File: src/rtl/pwm5_pkg.sv
package pwm5_pkg;

    localparam int NUM_BANDS = 4;
    localparam int NUM_LEGS  = 4;

    typedef logic signed [2:0] level_t;

    typedef struct packed {
        logic hi;
        logic lo;
    } leg_gate_t;

    // wanted upper-switch state of {right, left} leg of one cell
    function automatic logic [1:0] cell_legs(input logic signed [1:0] v);
        case (v)
            2'sd1:   return 2'b01;
            -2'sd1:  return 2'b10;
            default: return 2'b11;
        endcase
    endfunction

    // wanted upper-switch state of all legs: {cell2 R, cell2 L, cell1 R, cell1 L}
    function automatic logic [3:0] level_to_legs(input level_t l);
        case (l)
            3'sd2:   return {cell_legs(2'sd1),  cell_legs(2'sd1)};
            3'sd1:   return {cell_legs(2'sd0),  cell_legs(2'sd1)};
            -3'sd1:  return {cell_legs(2'sd0),  cell_legs(-2'sd1)};
            -3'sd2:  return {cell_legs(-2'sd1), cell_legs(-2'sd1)};
            default: return {cell_legs(2'sd0),  cell_legs(2'sd0)};
        endcase
    endfunction

endpackage

File: src/rtl/pwm5_carrier.sv
module pwm5_carrier #(
    parameter int CNT_W = 10
) (
    input  logic             clk,
    input  logic             rst,
    input  logic [CNT_W-1:0] ramp_len,
    output logic [CNT_W-1:0] cnt,
    output logic [CNT_W-1:0] span,
    output logic             at_peak
);
    localparam logic [CNT_W-1:0] MIN_SPAN = CNT_W'(2);

    logic [CNT_W-1:0] cnt_q;
    logic             up_q;

    assign span    = (ramp_len < MIN_SPAN) ? MIN_SPAN : ramp_len;
    assign at_peak = up_q && (cnt_q >= span);
    assign cnt     = cnt_q;

    always_ff @(posedge clk) begin
        if (rst) begin
            cnt_q <= '0;
            up_q  <= 1'b1;
        end else if (up_q) begin
            if (at_peak) begin
                cnt_q <= cnt_q - 1'b1;
                up_q  <= 1'b0;
            end else begin
                cnt_q <= cnt_q + 1'b1;
            end
        end else begin
            cnt_q <= cnt_q - 1'b1;
            if (cnt_q == CNT_W'(1)) up_q <= 1'b1;
        end
    end

    AST_CNT_STEP: assert property (@(posedge clk) disable iff (rst)
        !$past(rst) |-> (cnt_q == $past(cnt_q) + 1'b1 || cnt_q == $past(cnt_q) - 1'b1))
        else $error("carrier counter jumped");

endmodule

File: src/rtl/pwm5_level.sv
module pwm5_level
    import pwm5_pkg::*;
#(
    parameter int MOD_W = 12,
    parameter int CNT_W = 10
) (
    input  logic                    clk,
    input  logic                    rst,
    input  logic signed [MOD_W-1:0] mod_in,
    input  logic [CNT_W-1:0]        cnt,
    input  logic [CNT_W-1:0]        span,
    input  logic                    at_peak,
    output level_t                  level,
    output logic                    en
);
    localparam int SW = ((MOD_W > CNT_W + 3) ? MOD_W : CNT_W + 3) + 1;

    logic signed [MOD_W-1:0] mod_q;
    logic                    seen_q;
    logic                    en_q;
    level_t                  level_q;
    logic signed [SW-1:0]    mod_ext;
    logic [NUM_BANDS-1:0]    above;
    logic [3:0]              n_above;

    assign mod_ext = SW'(mod_q);

    for (genvar k = 0; k < NUM_BANDS; k++) begin : g_band
        localparam logic signed [SW-1:0] OFS = SW'(k) - SW'(2);
        logic signed [SW-1:0] car;
        assign car      = OFS * $signed(SW'(span)) + $signed(SW'(cnt));
        assign above[k] = mod_ext > car;
    end

    always_comb begin
        n_above = '0;
        for (int k = 0; k < NUM_BANDS; k++) n_above = n_above + 4'(above[k]);
    end

    always_ff @(posedge clk) begin
        if (rst) begin
            mod_q   <= '0;
            seen_q  <= 1'b0;
            en_q    <= 1'b0;
            level_q <= '0;
        end else begin
            if (at_peak) begin
                mod_q  <= mod_in;
                seen_q <= 1'b1;
            end
            en_q    <= seen_q;
            level_q <= level_t'($signed(n_above) - 4'sd2);
        end
    end

    assign level = level_q;
    assign en    = en_q;

    AST_SAMPLE_AT_PEAK: assert property (@(posedge clk) disable iff (rst)
        !$stable(mod_q) |-> $past(at_peak))
        else $error("modulating word captured off-peak");

    AST_LEVEL_RANGE: assert property (@(posedge clk) disable iff (rst)
        en_q |-> (level_q >= -3'sd2 && level_q <= 3'sd2))
        else $error("level out of range");

endmodule

File: src/rtl/pwm5_leg.sv
module pwm5_leg
    import pwm5_pkg::*;
#(
    parameter int DEAD_CYC = 2
) (
    input  logic      clk,
    input  logic      rst,
    input  logic      en,
    input  logic      want_hi,
    output leg_gate_t g
);
    localparam int DW = $clog2(DEAD_CYC + 1);
    localparam logic [DW-1:0] DT = DW'(DEAD_CYC);

    logic          tgt_q;
    logic [DW-1:0] wait_q;
    leg_gate_t     g_q;

    initial begin
        if (DEAD_CYC < 2) $error("DEAD_CYC must be at least 2");
    end

    always_ff @(posedge clk) begin
        if (rst) begin
            tgt_q  <= 1'b0;
            wait_q <= DT;
            g_q    <= '0;
        end else if (!en || (want_hi != tgt_q)) begin
            tgt_q  <= want_hi;
            wait_q <= DT;
            g_q    <= '0;
        end else if (wait_q != '0) begin
            wait_q <= wait_q - 1'b1;
            g_q    <= '0;
        end else begin
            g_q.hi <= tgt_q;
            g_q.lo <= !tgt_q;
        end
    end

    assign g = g_q;

    AST_LEG_EXCL: assert property (@(posedge clk) disable iff (rst)
        !(g_q.hi && g_q.lo))
        else $error("leg shoot-through");

    AST_DEAD_HI: assert property (@(posedge clk) disable iff (rst)
        $rose(g_q.hi) |-> ($past(!g_q.lo, 1) && $past(!g_q.lo, 2)))
        else $error("upper switch on without dead time");

    AST_DEAD_LO: assert property (@(posedge clk) disable iff (rst)
        $rose(g_q.lo) |-> ($past(!g_q.hi, 1) && $past(!g_q.hi, 2)))
        else $error("lower switch on without dead time");

endmodule

File: src/rtl/pwm5_gen.sv
module pwm5_gen
    import pwm5_pkg::*;
#(
    parameter int MOD_W    = 12,
    parameter int CNT_W    = 10,
    parameter int DEAD_CYC = 2
) (
    input  logic                    clk,
    input  logic                    rst,
    input  logic signed [MOD_W-1:0] mod_in,
    input  logic [CNT_W-1:0]        ramp_len,
    output logic [2*NUM_LEGS-1:0]   gate
);
    logic [CNT_W-1:0]    cnt;
    logic [CNT_W-1:0]    span;
    logic                at_peak;
    level_t              level;
    logic                en;
    logic [NUM_LEGS-1:0] want;

    pwm5_carrier #(.CNT_W(CNT_W)) u_car (
        .clk(clk), .rst(rst), .ramp_len(ramp_len),
        .cnt(cnt), .span(span), .at_peak(at_peak)
    );

    pwm5_level #(.MOD_W(MOD_W), .CNT_W(CNT_W)) u_lvl (
        .clk(clk), .rst(rst), .mod_in(mod_in), .cnt(cnt), .span(span),
        .at_peak(at_peak), .level(level), .en(en)
    );

    assign want = level_to_legs(level);

    for (genvar i = 0; i < NUM_LEGS; i++) begin : g_leg
        leg_gate_t lg;
        pwm5_leg #(.DEAD_CYC(DEAD_CYC)) u_leg (
            .clk(clk), .rst(rst), .en(en), .want_hi(want[i]), .g(lg)
        );
        assign gate[2*i]   = lg.hi;
        assign gate[2*i+1] = lg.lo;
    end

    AST_OFF_BEFORE_SAMPLE: assert property (@(posedge clk) disable iff (rst)
        !en |-> (gate == '0))
        else $error("gates active before first capture");

endmodule

File: config.mk
export PLATFORM = sky130hd
export DESIGN_NAME = pwm5_gen
export DESIGN_NICKNAME = d
export VERILOG_FILES = /design/src/rtl/pwm5_pkg.sv /design/src/rtl/pwm5_carrier.sv /design/src/rtl/pwm5_level.sv /design/src/rtl/pwm5_leg.sv /design/src/rtl/pwm5_gen.sv
export SDC_FILE = /design/constraint.sdc
export NUM_CORES = 1
export LEC_CHECK = 0
export ABC_AREA = 1
export BUFFER_PORTS_ARGS = -buffer_cell sky130_fd_sc_hd__buf_4
export CORE_MARGIN = 3
export CORE_UTILIZATION = 45
export CTS_CLUSTER_DIAMETER = 60
export DETAILED_ROUTE_END_ITERATION = 16
export PLACE_DENSITY = 0.61
export SETUP_SLACK_MARGIN = 0.15
export SLEW_MARGIN = 20
export SYNTH_ARGS = -nofsm -noshare
export SYNTH_HDL_FRONTEND = slang
export SYNTH_SLANG_ARGS = --single-unit
File: constraint.sdc
create_clock -name clk -period 4.8 [get_ports clk]
set_input_delay 0.24 -clock clk [delete_from_list [all_inputs] [get_ports clk]]
set_output_delay 0.24 -clock clk [all_outputs]
set_load 0.005 [all_outputs]
==> Word-level counts from Yosys, hierarchy flattened <==
Index checks and enable logic that the tools add are counted.
{ "op_classes": {"n_reduce_logical": 22, "order_cmp": 6, "n_mux": 7, "n_eq_ne": 9, "add_sub_neg": 15} }
{ "ops": {"columns": ["operator", "count"], "rows": [
  ["two-way mux 10 bit", 3],
  ["adder 14 x 11 -> 14 bit", 2],
  ["greater-than comparator 12 x 14 -> 1 bit", 2],
  ["one-hot mux 4 bit (4 select lines)", 1],
  ["negation 10 -> 14 bit", 1],
  ["negation 10 -> 13 bit", 1],
  ["greater-than comparator 12 x 11 -> 1 bit", 1],
  ["greater-than comparator 12 bit", 1],
  ["OR reduction 3 bit", 4],
  ["adder 10 x 10 -> 11 bit", 1],
  ["adder 10 x 1 -> 10 bit, second input constant", 1],
  ["equality test 10 x 1 -> 1 bit, second input constant", 1],
  [">= comparator 10 bit", 1],
  ["< comparator 10 x 2 -> 1 bit, second input constant", 1],
  ["subtractor 10 x 1 -> 10 bit, second input constant", 1],
  ["nonzero test 2 bit", 4],
  ["OR reduction 2 bit", 4],
  ["subtractor 2 x 1 -> 2 bit, second input constant", 4],
  ["adder 3 x 1 -> 3 bit", 2],
  ["equality test 3 bit, second input constant", 2],
  ["zero test 1 bit", 5],
  ["logical OR 1 bit", 4],
  ["!= test 1 bit", 4],
  ["equality test 3 x 1 -> 1 bit, second input constant", 1],
  ["other kinds (5)", 7]
]} }
{ "word_totals": {"ff_bits": 48, "input_bits": 24, "wordCells": 81, "out_inout_bits": 8} }

==> Depth between registers and ports, before layout <==
Gate-level depths: netlist of the first run.
{ "depth": {"word_depth": 9, "depth_mapped": 36, "mapped_depth_nobuf": 36} }

==> Cells and area by module <==
From an unflattened synthesis of the first run, not the netlist that was laid out.
{ "unflattened": {"hier_cells": 837, "hier_area_um2": 5605.4} }
{ "modules_own_cells": {"columns": ["mod", "cells_each", "instances", "area_each_um2"], "rows": [
  ["pwm5_level", 529, 1, 3480.8],
  ["pwm5_carrier", 179, 1, 1157.4],
  ["pwm5_leg", 30, 4, 231.5],
  ["pwm5_gen", 9, 1, 41.3]
]} }

==> Worst setup path after synthesis of the first run <==
OpenSTA, ideal clock, no wires.
{ "synth_path": {"kind": "input -> register", "from": "in ramp_len[5]", "to": "reg u_lvl.level_q[1], in the netlist u_lvl.level[1]", "setup_ns": 0.067, "arrival_ns": 4.243, "path_buffers": 0, "slack_ns": 0.491, "path_stages": 34, "required_time_ns": 4.733, "cell_sequence": "inv_1 -> nand3_1 -> nor2_1 -> inv_1 -> o21ai_0 -> ha_1 -> nand2_1 -> nor2_1 -> nand2_1 -> xor2_1 -> ha_1 -> nand2_1 -> nor3_1 -> nand2_1 -> nand2_1 -> nand2_1 -> nand2_1 -> nand2_1 -> nand2_1 -> nand2_1 -> ha_1 -> nand2_1 -> inv_1 -> o21ai_0 -> nand2_1 -> a21oi_1 -> nand2_1 -> nor2_1 -> nor2_1 -> ha_1 -> fa_1 -> inv_1 -> ha_1 -> nor2_1"} }
{ "synth_via": {"elab_chain_len": 9, "word_cells_on_any_way": 14, "cone_classes": "add/sub: 9; order compare: 4; mux: 1"} }
{ "synth_rtl": {"columns": ["element", "line_no", "text"], "rows": [
  ["start: declaration", "pwm5_gen.sv:11", "input logic [CNT_W-1:0] ramp_len,"],
  ["< comparator 10 x 2 -> 1 bit", "pwm5_carrier.sv:16", "assign span = (ramp_len < MIN_SPAN) ? MIN_SPAN : ramp_len;"],
  ["two-way mux 10 bit *", "pwm5_carrier.sv:16", null],
  ["negation 10 -> 13 bit (not written as such) / negation 10 -> 14 bit (equally long branches)", "pwm5_level.sv:31", "assign car = OFS * $signed(SW'(span)) + $signed(SW'(cnt));"],
  ["adder 14 x 11 -> 14 bit", "pwm5_level.sv:31", null],
  ["greater-than comparator 12 x 14 -> 1 bit", "pwm5_level.sv:32", "assign above[k] = mod_ext > car;"],
  ["adder 1 x 1 -> 2 bit", "pwm5_level.sv:37", "for (int k = 0; k < NUM_BANDS; k++) n_above = n_above + 4'(above[k]);"],
  ["adder 3 x 1 -> 3 bit", "pwm5_level.sv:37", null],
  ["adder 3 x 1 -> 3 bit *", "pwm5_level.sv:37", null],
  ["subtractor 3 bit *", "pwm5_level.sv:52", "level_q <= level_t'($signed(n_above) - 4'sd2);"],
  ["end signal: assignment", "pwm5_level.sv:52", null],
  ["end: declaration", "pwm5_level.sv:21", "level_t level_q;"]
]} }
Every way passes the cells marked *; elsewhere a longest branch is shown, timed or not.
A chain may end at the register's enable or synchronous reset.

==> Worst setup path in the final report of the first run <==
{ "layout_path": {"from": "in ramp_len[4]", "to": "reg u_lvl.level_q[1], in the netlist u_lvl.level[1]"} }
Same word-level chain as after synthesis.

==> results of run 1 <==
-- cell usage after synthesis --
master	n	area, µm²
sky130_fd_sc_hd__nand3_1	47	235.2
sky130_fd_sc_hd__clkbuf_1	12	45.04
sky130_fd_sc_hd__nor3_1	12	60.06
sky130_fd_sc_hd__nand4_2	1	12.51
sky130_fd_sc_hd__xor2_1	42	367.9
sky130_fd_sc_hd__fa_1	4	80.08
sky130_fd_sc_hd__nor2_1	100	375.4
sky130_fd_sc_hd__nand4_1	14	87.58
sky130_fd_sc_hd__buf_4	2	15.01
sky130_fd_sc_hd__a21oi_1	45	225.2
sky130_fd_sc_hd__nor2_2	2	12.51
sky130_fd_sc_hd__or3_1	1	6.260
sky130_fd_sc_hd__nand2_2	2	12.51
sky130_fd_sc_hd__o211ai_1	6	45.04
sky130_fd_sc_hd__buf_6	2	22.52
sky130_fd_sc_hd__o31ai_1	3	22.52
sky130_fd_sc_hd__inv_1	113	424.2
sky130_fd_sc_hd__nand2_1	130	488.0
sky130_fd_sc_hd__a21o_1	1	7.510
sky130_fd_sc_hd__nand3_2	1	10.01
sky130_fd_sc_hd__buf_2	4	20.02
sky130_fd_sc_hd__o21bai_1	3	22.52
sky130_fd_sc_hd__o21ai_0	39	195.2
sky130_fd_sc_hd__xnor2_1	4	35.03
sky130_fd_sc_hd__dfxtp_1	48	960.9
sky130_fd_sc_hd__inv_2	2	7.510
sky130_fd_sc_hd__or2_2	1	6.260
sky130_fd_sc_hd__a221oi_1	1	8.760
sky130_fd_sc_hd__nand2_4	1	11.26
sky130_fd_sc_hd__o211a_1	1	10.01
sky130_fd_sc_hd__nand3b_1	2	15.01
sky130_fd_sc_hd__a31oi_1	2	12.51
sky130_fd_sc_hd__nor4_1	2	12.51
sky130_fd_sc_hd__a211oi_1	1	7.510
sky130_fd_sc_hd__o2111ai_1	1	8.760
sky130_fd_sc_hd__ha_1	86	1076
-- logic make-up after synthesis --
kind of cell / after synthesis / synth area share (%)
XOR/XNOR: 46 / 8.115
adder cells (fa/ha/maj): 90 / 23.29
flip-flops: 48 / 19.35
buffers and inverters: 135 / 10.76
AND/OR/NAND/NOR: 316 / 27.09
AO/OA/AOI/OAI: 103 / 11.39
-- power breakdown --
group	internal (mW)	switching [mW]
Sequential	0.499	0.203
Clock	0.115	0.141
Combinational	0.794	1.26
Total	1.41	1.60
-- worst paths after layout --
| path | startpoint | endpoint | slack [ns] | cells past startpoint |
|---|---|---|---|---|
| worst max register to register | u_car.cnt[1] | u_lvl.level[1] | 0.56 | 21 |
| worst max-delay path | ramp_len[4] | u_lvl.level[1] | 0.48 | 35 |
| worst min-delay path | rst | u_lvl.level[1] | 0.18 | 2 |
| worst min register to register | u_lvl.seen_q | u_lvl.en | 0.44 | 2 |
-- worst max-delay path, delay by kind of cell --
| family | cells | cell delay (ns) |
|---|---|---|
| simple gates | 22 | 1.97 |
| fa+ha+maj | 6 | 1.70 |
| buf+inv | 4 | 0.34 |
| compound gates | 2 | 0.19 |
| xor+xnor | 1 | 0.14 |
-- registers in the layout (all words and copies together) (netlist names) --
register	count
u_car.cnt	10
g_leg.u_leg.tgt_q	4
u_lvl.seen_q	1
u_lvl.level	3
g_leg.u_leg.g	8
u_lvl.en	1
g_leg.u_leg.wait_q	8
u_car.up_q	1
u_lvl.mod_q	12
-- area by class of cell --
type                    instances  area [µm²]
fillers                      1064        4954
multi-input cells             555        3571
flip-flops and latches         48       960.9
inverters                     115       431.7
repair buffers                 44       330.3
well taps                     136       170.2
clock buffers                   6       82.58
clock inverters                 1       8.758
-- layer usage --
metal	up-vias	global-route usage [%]	routed length [µm]
li1	2451	-	-
met1	2172	32.72	6840
met2	124	36.04	6311
met3	16	3.111	747
met4	0	4.704	229
met5	-	0	0
-- what timing repair did --
action / 4_1_cts / 5_1_grt
resized for setup: 0 / 27
buffers inserted: 0 / 3
hold buffers: 0 / 0
endpoints found under the setup margin: 0 / 3
==> metrics.md, run 1 <==
| Metric | Value |
|---|---|
| IO Port Bufs | `31` |
| Post-route antenna net violation count | `0` |
| Vias in the first global route | `about 4.6k` |
| Total track usage | `22.65%` |
| Worst vdd ir | `0.2838 mV` |
| Sum of overflow across all layers after global routing | `0` |
| Critical path's slowest cell | `sky130_fd_sc_hd__fa_1` |
| Die W | `111.0 µm` |
| Register bit total from synthesis | `48` |
| Most common cell on crit path | `sky130_fd_sc_hd__nand2_1` |
| Most frequent cells in the layout | `125 x sky130_fd_sc_hd__nand2_1, 113 x sky130_fd_sc_hd__inv_1, 94 x sky130_fd_sc_hd__nor2_1, 83 x sky130_fd_sc_hd__ha_1, 48 x sky130_fd_sc_hd__dfxtp_1` |
| Floorplan die height | `between 100 and 150 µm` |
| Area of the mapped netlist | `~0.0050 mm²` |
| Total design power | `3.008 mW` |
| Number of detailed-route iterations in the first pass | `5` |
| PD cells | `541.4 mW/mm²` |
| Timing-limited maximum frequency | `around 230 MHz` |
| Kind of end point of the critical path | `flop` |
| Net Count, Synth | `~850` |
| Clock-pin slew of the registers on the worst-case setup and hold paths | `0.09 ns` |
| Critical path launch point type | `primary input` |
| Drt total wl | `14,130 µm` |
| Total Negative Setup Slacks | `0 ns` |
| Vias per cell | `5.263` |
| Unrepaired setup endpoints after global routing | `no` |
| Cell count after synthesis | `about 740` |
| Wire length of the first global-routing pass | `22,710 µm` |
| Synthesized area per cell | `around 6.7 µm²` |
| Relative area change from synthesis to final layout | `11.90%` |
| Largest driver fanout on the critical path | `4` |
| Sequential element share of the synthesized area | `19.35%` |
| DRC violation count after routing | `0` |
| Later-pin clock latency in the skew report | `0.31 ns` |
| Pin count of the biggest net entering global routing | `24` |
| CTS Buf Count | `5` |
| Antenna violations before repair | `0` |
| Min Tclk post-route | `~4.3 ns` |
| Run status | `completed` |
| Post-route setup slack | `0.4823 ns` |
| Nets | `883` |
| Slew of the pin with the lowest slew margin | `0.6630 ns` |
| Max Cap Violations | `0` |
| Starting density of the core | `between 40 and 50%` |
| Worst Path Arrival | `between 4 and 5 ns` |
| Most common library cell in the layout ignoring fill and taps | `sky130_fd_sc_hd__nand2_1` |
| Iteration-0 DRC Markers | `225` |
| Worst relative slew slack | `a little under three fifths` |
| CTS Sinks | `48` |
| Final core utilization | `a little over half` |
| Total setup violations reported at the end of the flow | `0` |
| YS warnings | `0` |
| TritonCTS clock tree | `built` |
| Worst clock skew on the final layout | `0.002614 ns` |
| Post-DR wirelength/cell | `15.61 µm` |
| Vias | `4,763` |
| Total count of hold-check failures in the final report | `0` |
| Number of unique standard cell types used by synthesis | `36` |
| Data required, critical path | `5.05 ns` |
| Worst setup timing slack at the placement stage | `0.04312 ns` |
| Number of placement rows | `37` |
| Number of H-tree branching levels | `2` |
| Max stage delay on crit path | `0.39 ns` |
| Clock Root Buffer | `sky130_fd_sc_hd__clkbuf_8` |
| Number of instances in the placed design | `approximately 900` |
| Area of the die | `about 0.012 mm²` |
| Final Max Tran Viols | `0` |
| Leakage dissipation | `roughly 3.0 nW` |
| Worst Path Class, Setup | `primary input to flop` |
| Bufs on Longest Clock Path | `2` |
| Count of boundary I/O pins | `32` |
| Design area | `0.005555 mm²` |
| Number of antenna diodes | `0` |
| Min-Delay Path Class | `primary input to flop` |
| Min Hold Slack | `roughly 0.18 ns` |
| Ratio of final minimum period to clock period | `between 80 and 90%` |
| Fraction of final layout cells sized beyond drive strength 1 | `between 10% and 20%` |
| Placed cell area | `0.005340 mm²` |
| Placeable Area | `about 0.011 mm²` |
| Weighted congestion reported at the end of routability-driven placement | `0.9547` |
| Post-Layout Cell Count | `905` |
| Post-detail-place hpwl | `about 11,000 µm` |
Power figures use the tool's default switching activity.
==> inputs of run 2 (changes only) <==
--- a/config.mk
+++ b/config.mk
@@ -7,6 +7,7 @@
 export LEC_CHECK = 0
 export ABC_AREA = 1
 export BUFFER_PORTS_ARGS = -buffer_cell sky130_fd_sc_hd__buf_4
+export CORE_ASPECT_RATIO = 0.9
 export CORE_MARGIN = 3
 export CORE_UTILIZATION = 45
 export CTS_CLUSTER_DIAMETER = 60
==> run 2 against run 1 <==
Clock-buffer cell count is the same. Register-to-register slack better by 0.03 ns. Fmax shrank 3.0%. Sequential share of layout area shrank 0.17 points. Largest power group unchanged.
==> metrics.md, run 2 (synthesis results as in run 1) <==
| Metric | Value |
|---|---|
| Critical path's slowest cell | `sky130_fd_sc_hd__fa_1` |
| Number of detailed-route iterations in the first pass | `9` |
| Worst relative slew slack | `56.37%` |
| Nets | `between 800 and 900` |
| Met3 layer wire length in the routed design | `approximately 1000 µm` |
| Data required, critical path | `slightly above 5 ns` |
| Number of flip-flops in the largest register | `12` |
| Sum of overflow across all layers after global routing | `0` |
| Drt total wl | `between 10,000 and 15,000 µm` |
| Most frequent cells in the layout | `123 x sky130_fd_sc_hd__nand2_1, 112 x sky130_fd_sc_hd__inv_1, 94 x sky130_fd_sc_hd__nor2_1, 83 x sky130_fd_sc_hd__ha_1, 48 x sky130_fd_sc_hd__dfxtp_1` |
| Register with the most flip-flops | `u_lvl.mod_q` |
| Iteration-0 DRC Markers | `between 400 and 500` |
| Placeable Area | `~0.011 mm²` |
| Max stage delay on crit path | `0.38 ns` |
| Vias per cell | `about 5.3` |
| Total setup violations reported at the end of the flow | `0` |
| Min Tclk post-route | `approximately 4.5 ns` |
| Net switching power | `1.649 mW` |
| Kind of end point of the critical path | `flop` |
| Bufs on Longest Clock Path | `2` |
| Worst Path Class, Setup | `primary input to flop` |
| Final core utilization | `between 50% and 60%` |
| Max Cap Violations | `0` |
| Highest routing layer actually used | `met4` |
| Share of power burned in combinational logic | `between 60 and 70%` |
| Timing-limited maximum frequency | `224.6 MHz` |
| Number of filler cells placed in the layout | `between 1k and 1.5k` |
| Met2 wire length | `roughly 6000 µm` |
| Largest driver fanout on the critical path | `4` |
| Fraction of final layout cells sized beyond drive strength 1 | `about 11%` |
| Total track usage | `a little under a quarter` |
| Count of boundary I/O pins | `32` |
| Ratio of final minimum period to clock period | `around 90%` |
| Min-Delay Path Class | `primary input to flop` |
| Worst setup timing slack at the placement stage | `-0.02701 ns` |
| PD cells | `about 560 mW/mm²` |
| Later-pin clock latency in the skew report | `0.29 ns` |
| Unrepaired setup endpoints after global routing | `no` |
| Worst clock skew on the final layout | `~0.0038 ns` |
| Hold-fix buffers at CTS | `0` |
| Post-Layout Cell Count | `between 900 and 1k` |
| Wire length of the first global-routing pass | `~22,000 µm` |
| Post-DR wirelength/cell | `15.94 µm` |
| Worst Path Arrival | `4.68 ns` |
| Post-detail-place hpwl | `11,520 µm` |
| Post-route antenna net violation count | `0` |
| Number of antenna diodes | `0` |
| Weighted congestion reported at the end of routability-driven placement | `0.9192` |
| Critical path launch point type | `primary input` |
| Clock Root Buffer | `sky130_fd_sc_hd__clkbuf_16` |
| Area of the die | `approximately 0.012 mm²` |
| Most common library cell in the layout ignoring fill and taps | `sky130_fd_sc_hd__nand2_1` |
| Run status | `completed` |
| Register area | `just under 0.001 mm²` |
| Share of total power consumed by net switching | `a little over half` |
| DRC violation count after routing | `0` |
| Starting density of the core | `roughly 47%` |
| Placed cell area | `~0.0053 mm²` |
| Total design power | `roughly 3.2 mW` |
| Part of the total power dissipated in sequential elements | `between 20% and 30%` |
| Total count of hold-check failures in the final report | `0` |
| CTS Buf Count | `5` |
| Slew of the pin with the lowest slew margin | `roughly 0.65 ns` |
| Number of instances in the placed design | `890` |
| Design area | `~0.0056 mm²` |
| IO Port Bufs | `31` |
| Vias | `roughly 4.8k` |
| Number of H-tree branching levels | `2` |
| Post-route setup slack | `0.3475 ns` |
| Cell internal power dissipation | `1.505 mW` |
| Die W | `116.7 µm` |
| Pin count of the biggest net entering global routing | `24` |
| Worst vdd ir | `roughly 0.29 mV` |
| Final Max Tran Viols | `0` |
| Most common cell on crit path | `sky130_fd_sc_hd__nand2_1` |
| Antenna violations before repair | `0` |
| CTS Sinks | `48` |
| Number of placement rows | `35` |
| Clock-pin slew of the registers on the worst-case setup and hold paths | `0.07 ns` |
| M1 WL | `~6900 µm` |
| TritonCTS clock tree | `built` |
| Vias in the first global route | `between 4k and 5k` |
| Leakage dissipation | `about 3.0 nW` |
| Area of combinational cells with multiple inputs | `approximately 0.0036 mm²` |
| Fraction of power consumed by the clock network | `a little under an eighth` |
| Floorplan die height | `roughly 110 µm` |
| Relative area change from synthesis to final layout | `13.00%` |
==> run 2: cell types whose count changed in the layout (fill, tap and decap cells not counted), moves of 2 or more <==
cell,change
sky130_fd_sc_hd__clkinvlp_4,+2
sky130_fd_sc_hd__clkbuf_16,+5
sky130_fd_sc_hd__clkbuf_8,-5
sky130_fd_sc_hd__buf_4,+2
sky130_fd_sc_hd__nand2_2,+2
sky130_fd_sc_hd__nand2_1,-2
==> run 2: metal layers <==
metal,vias to the layer above,track usage (%)
met3,18,4.018
met1,2189,34.26
met5,-,0
li1,2444,-
met4,0,4.914
met2,168,34.89
==> run 2: area by class of cell <==
type,count,share of cell area [%]
clock inverters,2,0.2676
clock buffers,6,2.475
well taps,129,2.877
inverters,115,7.694
multi-input cells,555,63.40
repair buffers,46,6.155
flip-flops and latches,48,17.13
==> run 2: power groups by stage <==
stage | clock, mW | sequential (mW) | combinational, mW
finish | 0.360 | 0.686 | 2.11
floorplan | 0 | 0.607 | 1.54
global placement | 0 | 0.688 | 1.98
CTS | 0.368 | 0.679 | 2.04
detailed placement | 0 | 0.687 | 2.02
global route | 0.382 | 0.698 | 2.41
==> run 2: through the flow <==
stage,hold WS (ns),TNS [ns]
after floorplan,0.4026,0
after global placement,0.4199,0
after detailed placement,0.4269,-0.02701
after CTS,0.1972,0
after global routing,0.2097,0
final,0.1987,0
==> run 2: critical path: cells and delay by family <==
| kind | cells | cell delay [ns] |
|---|---|---|
| AOI/OAI and AO/OA | 2 | 0.24 |
| xor gates and xnor gates | 2 | 0.26 |
| adders and majority gates | 6 | 1.68 |
| and+or+nand+nor | 16 | 1.56 |
| buffers and inverters | 6 | 0.64 |
==> run 2: path summary, 6_finish.rpt <==
path,start,end,slack [ns],cells after the start
setup / recovery,ramp_len[4],u_lvl.level[1],0.35,32
hold / removal,rst,u_lvl.level[0],0.20,2
setup reg to reg,u_car.cnt[1],u_lvl.level[1],0.59,17
hold reg to reg,u_lvl.seen_q,u_lvl.en,0.44,2
==> run 2: timing repair <==
item                                    in CTS  in global routing
buffers inserted                             0                  3
endpoints found under the setup margin       0                  3
resized for setup                            0                 27
